## src/rtl/usec_timer_pkg.sv

```systemverilog
package usec_timer_pkg;

    localparam int FLD_W = 8;
    localparam int CFG_W = 2 * FLD_W;
    localparam int ACC_W = FLD_W + 1;

    localparam int CNT_OFF = 'h00;
    localparam int CFG_OFF = 'h04;

    typedef struct packed {
        logic [FLD_W-1:0] dvd_m1;
        logic [FLD_W-1:0] div_m1;
    } scale_cfg_t;

    typedef enum logic [1:0] {
        SEL_NONE,
        SEL_CNT,
        SEL_CFG
    } reg_sel_t;

    function automatic logic [ACC_W-1:0] plus_one(input logic [FLD_W-1:0] v);
        return {1'b0, v} + ACC_W'(1);
    endfunction

    function automatic logic over_unity(input scale_cfg_t c);
        return c.dvd_m1 > c.div_m1;
    endfunction

endpackage

```

## src/rtl/usec_bus_port.sv

```systemverilog
module usec_bus_port
    import usec_timer_pkg::*;
#(
    parameter int CNT_W  = 32,
    parameter int DATA_W = 32,
    parameter int ADDR_W = 8
) (
    input  logic              clk,
    input  logic              rst,
    input  logic [ADDR_W-1:0] addr,
    input  logic              wr_en,
    input  logic [CFG_W-1:0]  wr_cfg,
    input  logic              rd_en,
    input  logic [CNT_W-1:0]  count_q,
    output scale_cfg_t        cfg_q,
    output logic              cfg_wr,
    output logic [DATA_W-1:0] rd_data
);

    reg_sel_t sel;

    always_comb begin
        if (addr == ADDR_W'(CNT_OFF))      sel = SEL_CNT;
        else if (addr == ADDR_W'(CFG_OFF)) sel = SEL_CFG;
        else                               sel = SEL_NONE;
    end

    assign cfg_wr = wr_en && (sel == SEL_CFG);

    always_ff @(posedge clk) begin
        if (rst)         cfg_q <= '0;
        else if (cfg_wr) cfg_q <= scale_cfg_t'(wr_cfg);
    end

    always_ff @(posedge clk) begin
        if (rst) begin
            rd_data <= '0;
        end else if (rd_en) begin
            case (sel)
                SEL_CNT: rd_data <= DATA_W'(count_q);
                SEL_CFG: rd_data <= DATA_W'(cfg_q);
                default: rd_data <= '0;
            endcase
        end
    end

endmodule

```

## src/rtl/usec_rate_acc.sv

```systemverilog
module usec_rate_acc
    import usec_timer_pkg::*;
(
    input  logic             clk,
    input  logic             rst,
    input  scale_cfg_t       cfg,
    input  logic             clr,
    output logic             tick,
    output logic [ACC_W-1:0] acc_q
);

    logic [ACC_W-1:0] inc;
    logic [ACC_W-1:0] thr;
    logic [ACC_W-1:0] sum;
    logic [ACC_W-1:0] acc_d;

    assign inc = plus_one(cfg.dvd_m1);
    assign thr = plus_one(cfg.div_m1);
    // acc_q < thr <= 256 and inc <= 256, so the sum fits ACC_W bits
    assign sum = acc_q + inc;

    always_comb begin
        tick  = 1'b0;
        acc_d = sum;
        if (clr) begin
            acc_d = '0;
        end else if (over_unity(cfg)) begin
            tick  = 1'b1;
            acc_d = '0;
        end else if (sum >= thr) begin
            tick  = 1'b1;
            acc_d = sum - thr;
        end
    end

    always_ff @(posedge clk) begin
        if (rst) acc_q <= '0;
        else     acc_q <= acc_d;
    end

endmodule

```

## src/rtl/usec_count.sv

```systemverilog
module usec_count #(
    parameter int CNT_W = 32
) (
    input  logic             clk,
    input  logic             rst,
    input  logic             tick,
    output logic [CNT_W-1:0] count_q
);

    always_ff @(posedge clk) begin
        if (rst)       count_q <= '0;
        else if (tick) count_q <= count_q + CNT_W'(1);
    end

endmodule

```

## src/rtl/usec_timer.sv

```systemverilog
module usec_timer
    import usec_timer_pkg::*;
#(
    parameter int CNT_W  = 32,
    parameter int DATA_W = 32,
    parameter int ADDR_W = 8
) (
    input  logic              clk,
    input  logic              rst,
    input  logic [ADDR_W-1:0] addr,
    input  logic              wr_en,
    input  logic [DATA_W-1:0] wr_data,
    input  logic              rd_en,
    output logic [DATA_W-1:0] rd_data
);

    scale_cfg_t       cfg_q;
    logic             cfg_wr;
    logic             tick;
    logic [ACC_W-1:0] acc_q;
    logic [CNT_W-1:0] count_q;

    logic unused_wr_hi;
    assign unused_wr_hi = &{1'b0, wr_data[DATA_W-1:CFG_W]};

    usec_bus_port #(
        .CNT_W (CNT_W),
        .DATA_W(DATA_W),
        .ADDR_W(ADDR_W)
    ) u_port (
        .clk    (clk),
        .rst    (rst),
        .addr   (addr),
        .wr_en  (wr_en),
        .wr_cfg (wr_data[CFG_W-1:0]),
        .rd_en  (rd_en),
        .count_q(count_q),
        .cfg_q  (cfg_q),
        .cfg_wr (cfg_wr),
        .rd_data(rd_data)
    );

    usec_rate_acc u_acc (
        .clk  (clk),
        .rst  (rst),
        .cfg  (cfg_q),
        .clr  (cfg_wr),
        .tick (tick),
        .acc_q(acc_q)
    );

    usec_count #(
        .CNT_W(CNT_W)
    ) u_cnt (
        .clk    (clk),
        .rst    (rst),
        .tick   (tick),
        .count_q(count_q)
    );

endmodule

```

## config.mk

```make
export PLATFORM = sky130hd
export DESIGN_NAME = usec_timer
export DESIGN_NICKNAME = d
export VERILOG_FILES = /design/src/rtl/usec_timer_pkg.sv /design/src/rtl/usec_bus_port.sv /design/src/rtl/usec_rate_acc.sv /design/src/rtl/usec_count.sv /design/src/rtl/usec_timer.sv
export SDC_FILE = /design/constraint.sdc
export NUM_CORES = 1
export LEC_CHECK = 0
export BUFFER_PORTS_ARGS = -buffer_cell sky130_fd_sc_hd__buf_2
export CAP_MARGIN = 5
export CORE_MARGIN = 1.5
export CORE_UTILIZATION = 32
export DETAILED_ROUTE_END_ITERATION = 7
export GPL_TIMING_DRIVEN = 0
export PLACE_DENSITY = 0.54
export SYNTH_ARGS = -nofsm -noshare
export SYNTH_HDL_FRONTEND = slang
export SYNTH_SLANG_ARGS = --single-unit
```

## constraint.sdc

```tcl
create_clock -name clk -period 4.1 [get_ports clk]
set_input_delay 0.615 -clock clk [delete_from_list [all_inputs] [get_ports clk]]
set_output_delay 0.615 -clock clk [all_outputs]
set_load 0.02 [all_outputs]
```

# Word-level counts from Yosys, hierarchy flattened
# Index checks and enable logic that the tools add are counted.
[word_totals] ff_bits=89 out_inout_bits=32 in_bits=44
[classes] addsub=5 reduce_logical=3 eq_ne=3 n_lt_le_gt_ge=2 n_mux=7
[op_table] cell="one-hot mux 32 bit (2 select lines)" n=1
[op_table] cell="adder 32 x 1 -> 32 bit, second input constant" n=1
[op_table] cell="adder 8 x 1 -> 9 bit, second input constant" n=2
[op_table] cell="adder 9 bit" n=1
[op_table] cell="greater-or-equal comparator 9 bit" n=1
[op_table] cell="2-to-1 mux 9 bit" n=1
[op_table] cell="subtractor 9 bit" n=1
[op_table] cell="equality test 8 x 3 -> 1 bit, second input constant" n=1
[op_table] cell="> comparator 8 bit" n=1
[op_table] cell="zero test 8 bit" n=1
[op_table] cell="2-to-1 mux 2 bit" n=2
[op_table] cell="2-to-1 mux 1 bit" n=3
[op_table] cell="OR reduction 3 bit" n=1
[op_table] cell="equality test 2 x 1 -> 1 bit, second input constant" n=1
[op_table] cell="equality test 2 bit, second input constant" n=1
[op_table] cell="logical AND 1 bit" n=1

# Logic depth before layout (Yosys ltp)
[logic_depth] word_depth=6 mapped_depth=16

# Modules after synthesis
# From an unflattened synthesis, not the netlist that was laid out.
[hier_totals] cells_unflattened=597 hier_area_um2=5089.9
[by_module_without_submodules] module="usec_bus_port" cells_per_inst=246 n_inst=1 area_each_um2=2113.3
[by_module_without_submodules] module="usec_count" cells_per_inst=181 n_inst=1 area_each_um2=1564.0
[by_module_without_submodules] module="usec_rate_acc" cells_per_inst=170 n_inst=1 area_each_um2=1412.6

# Least setup slack after synthesis
# OpenSTA, ideal clock, no wires.
[synth_timing] path_type="flip-flop to flip-flop" startpoint="register, netlist name u_port.cfg_q[8]" endpoint="register u_cnt.count_q[17]" n_path_buf=1 required_ns=4.030 arrival_ns=3.528 setup_ns=0.070 slack_ns=0.502 path_stages_with_launch=16 period_less_slack_ns=3.598 path_cell_list="dfxtp_1 > inv_1 > ha_1 > fa_1 > nand2b_1 > a21oi_1 > nor3_1 > xnor2_1 > ha_1 > and3_1 > nand3_1 > a211oi_1 > nor3_1 > clkbuf_1 > or4_2 > a21oi_1"
[synth_via] elab_chain_cells=6
[synth_rtl] item="adder 8 x 1 -> 9 bit" line_no="usec_timer_pkg.sv:22" rtl="return {1'b0, v} + ACC_W'(1);"
[synth_rtl] item="adder 9 bit" line_no="usec_rate_acc.sv:20" rtl="assign sum = acc_q + inc;"
[synth_rtl] item="greater-or-equal comparator 9 bit" line_no="usec_rate_acc.sv:30" rtl="end else if (sum >= thr) begin"
[synth_rtl] item="2-to-1 mux 1 bit" line_no="usec_rate_acc.sv:30"
[synth_rtl] item="2-to-1 mux 1 bit *" line_no="usec_rate_acc.sv:27" rtl="end else if (over_unity(cfg)) begin"
[synth_rtl] item="2-to-1 mux 1 bit *" line_no="usec_rate_acc.sv:25" rtl="if (clr) begin"
[synth_rtl] item="to (signal assigned)" line_no="usec_count.sv:12" rtl="else if (tick) count_q <= count_q + CNT_W'(1);"
[synth_rtl] item="to (decl)" line_no="usec_count.sv:7" rtl="output logic [CNT_W-1:0] count_q"
# Every way passes the cells marked *; elsewhere a longest branch is shown, timed or not.
# A chain may end at the register's enable or synchronous reset.

# Worst setup path in the final report
[layout_timing] startpoint="register, netlist name u_port.cfg_q[8]" endpoint="register u_cnt.count_q[13]"
[layout_via] elab_chain_cells=6
[layout_rtl] item="adder 8 x 1 -> 9 bit" line_no="usec_timer_pkg.sv:22"
[layout_rtl] item="adder 9 bit" line_no="usec_rate_acc.sv:20"
[layout_rtl] item="greater-or-equal comparator 9 bit" line_no="usec_rate_acc.sv:30"
[layout_rtl] item="2-to-1 mux 1 bit" line_no="usec_rate_acc.sv:30"
[layout_rtl] item="2-to-1 mux 1 bit *" line_no="usec_rate_acc.sv:27"
[layout_rtl] item="2-to-1 mux 1 bit *" line_no="usec_rate_acc.sv:25"
# Marked as above.

==> results.md <==
* # port buffers at 59
* Routed length per instance at roughly 16 µm
* Worst-Margin Slew at 618.9 ps
* Syn Inst Count at 624
* Post-synth EDFFs at 0
* Final Max Tran Viols at 0
* Fraction of layout cells with a size suffix above 1 at 17.55%
* ANT nets after route at 0
* Rel. slew slack at 58.74%
* Core Util, Final at 38.75%
* Post-synthesis compound-gate area fraction at 16.95%
* Clock transition at path regs at about 70 ps
* Die W at ~130 µm
* Global-route wire length before repair at 22470 µm
* Worst endpoint required time at about 4400 ps
* CTS Root Cell: clkbuf_16
* Post-Synth Adder-Cell Area at 7.552%
* Synth top area share at 35.61%
* Async S/R FF share, synth at 0%
* Initial core utilization at 32.79%
* RR Startpoint: u_port.cfg_q[8]
* Layout Skew at 8.583 ps
* Mean Syn Cell Area at 8.019 µm²
* Max Cap Violations at 0
* RePlAce Congestion at 0.8255
* Clock buffer count from CTS at 9
* Post-DP Area at 0.005570 mm²
* Fin crit period at 3890 ps
* Initial antenna violation count at 0
* Fin area at 0.005913 mm²
* Post-Synth Simple-Gate Area at 27.93%
* Synth Area in XOR/XNOR at 2.626%
* Worst VDD drop at roughly 0.18 mV
* Hold_sp: u_cnt.count_q[13]
* Largest family of logic cells by synthesized area: simple AND/OR/NAND/NOR gates
* Layout overhead on the synthesized area at 18.18%
* TritonCTS clock tree: built
* Status: completed
* DIE AREA at between 0.015 and 0.02 mm²
* # DRC at 0
* Crit path DAT at around 4200 ps
* CP max FO at 10
* Power consumption at 0.002822 W
* Most frequent cell after synthesis: dfxtp_1
* Post-synthesis sequential area ratio at roughly 36%
* Setup Crit Path Kind: reg -> reg
* Synth unique cells at 57
* Fin nets at 769
* # IOs at 76
* Synth Flop Type: dfxtp_1
* List of most frequent post-synthesis cells: dfxtp_1 (89), a21oi_1 (86), nand2_1 (68)
* Tot GR Track Use at 17.54%
* Site row count at 45
* GR Overflow Total at 0
* Via Count at about 4600
* Clk buf depth at 2
* Synthesized flop and latch total at 89
* Crit path from: u_port.cfg_q[8]
* CP endpoint kind: register
* H-tree levels at 3
* Largest net degree at the start of global routing at 16
* N_diodes at 0
* Core ar. at 0.01526 mm²
* Area contributors post-synth: dfxtp_1 (36%), a21oi_1 (8.6%), ha_1 (6.8%), nand2_1 (5.1%), nor2b_1 (4.9%)
* Via density at between 5 and 6
* Worst setup SP type: register
* Mapped Area at between 0.005 and 0.006 mm²
* RSZ-0062 raised after global routing: no
* Mux share of post-synthesis cell area at under 10%
* Hold Path Class: reg -> reg
* Hold_buf cts at 0
* Leading area contributor after synthesis: dfxtp_1
* Setup Viol. Count Final at 0
* Worst-Skew Late Latency at 350 ps
* Drt pass-1 iters at 5
* Vias in the first global route at 4408
* Crit share post-route at a little over nine tenths
* Synthesized net count at 697
* Synth warn at 0
* Fill cells at between 1500 and 2000
* Routed wire length at 14150 µm
* Final Hold Vio Count at 0
* Leakage at roughly 2.3 nW
* Clk sinks at 89
* Chip Height at 128.0 µm
* First DRT Iteration DRCs at 320
* Post-DP HPWL at 10520 µm
* Pwr dens at between 400 and 500 mW/mm²
* Fmax at 0.2571 GHz
-- what timing repair did --
item | CTS | global route
gates cloned | 0 | 0
pin swaps | 0 | 3
gates resized for setup | 5 | 12
buffers inserted | 0 | 1
setup endpoints to repair | 29 | 28
-- power breakdown --
part / internal, W / switching [W]
Clock: 0.000475 / 0.000363
Combinational: 0.000408 / 0.000644
Sequential: 0.000908 / 0.0000249
Total: 0.00179 / 0.00103
-- cell type report --
cell class	instances	area, µm²	share of cell area [%]
buffer	33	166.4	2.814
clock buffer	10	229.0	3.872
clock inverter	6	66.31	1.121
inverter	28	105.1	1.777
multi-input combinational	474	2989	50.55
sequential	89	1783	30.15
tap	211	264.0	4.465
timing repair buffer	61	310.3	5.248
-- cell usage in the layout (no fill, tap or decap), types with 3 or more instances in the layout --
cell | netlist | layout
a211oi_1 | 4 | 3
a21oi_1 | 86 | 85
a31o_2 | 3 | 3
and3_1 | 5 | 5
and4_1 | 3 | 3
buf_2 | 1 | 60
buf_4 | 0 | 3
clkbuf_1 | 28 | 26
clkbuf_16 | 0 | 9
dfxtp_1 | 89 | 88
ha_1 | 27 | 26
inv_1 | 27 | 27
mux2_2 | 17 | 17
nand2_1 | 68 | 68
nand2b_1 | 6 | 6
nand3_1 | 23 | 23
nand4_1 | 10 | 10
nor2_1 | 52 | 52
nor2b_1 | 39 | 39
nor3_1 | 12 | 11
nor4_1 | 5 | 5
o21a_1 | 3 | 3
o21ai_0 | 20 | 19
o31ai_1 | 16 | 15
or3_1 | 8 | 8
or4_1 | 17 | 17
xnor2_1 | 12 | 12
xor2_1 | 3 | 3
-- critical path, cell delays in order, from the launching register on --
cell and delay, ps:
dfxtp_2 350, inv_1 60, ha_1 220, fa_1 390, nand2b_1 190, a21oi_2 190
nor3_1 90, xnor2_1 140, ha_1 350, and3_1 190, nand3_1 130, a211oi_4 390
nor3_2 120, buf_4 200, or4_2 650, a21oi_1 150
-- metal layers --
metal | up-vias | track usage, % | share of wire (%)
met2 | 115 | 28.34 | 46
met5 | - | 0 | 0
met1 | 2171 | 23.44 | 48
met4 | 0 | 5.288 | 1.2
li1 | 2351 | - | -
met3 | 12 | 3.840 | 4.8
-- sequential cells by signal, indices dropped and copies added (netlist names) --
signal          count
u_acc.acc_q         9
u_cnt.count_q      32
u_port.cfg_q       16
u_port.rd_data     32
-- per-stage QoR --
step	std cells	hold slack, ps	worst slack [ps]	TNS, ps
after floorplan	624	445.9	501.6	0
after global placement	894	461.6	-786.2	-9300
after detailed placement	895	477.5	-289.6	-3209
after CTS	911	487.1	22.13	0
after global routing	912	505.4	14.90	0
final	912	483.5	210.1	0
-- cell families (layout without fill, tap and decap cells) --
family	count (synthesis)	after routing
fa+ha+maj	29	29
simple gates	266	266
buf+inv	61	138
compound gates	146	146
flops	89	89
mux	18	18
xor+xnor	15	15
-- worst paths after layout --
| check | end | slack (ps) | cells after the start |
|---|---|---|---|
| max | u_cnt.count_q[13] | 210 | 15 |
| min | u_cnt.count_q[13] | 480 | 2 |
| max reg2reg | u_cnt.count_q[13] | 210 | 15 |
| min reg2reg | u_cnt.count_q[13] | 480 | 2 |
Power figures use the tool's default switching activity.
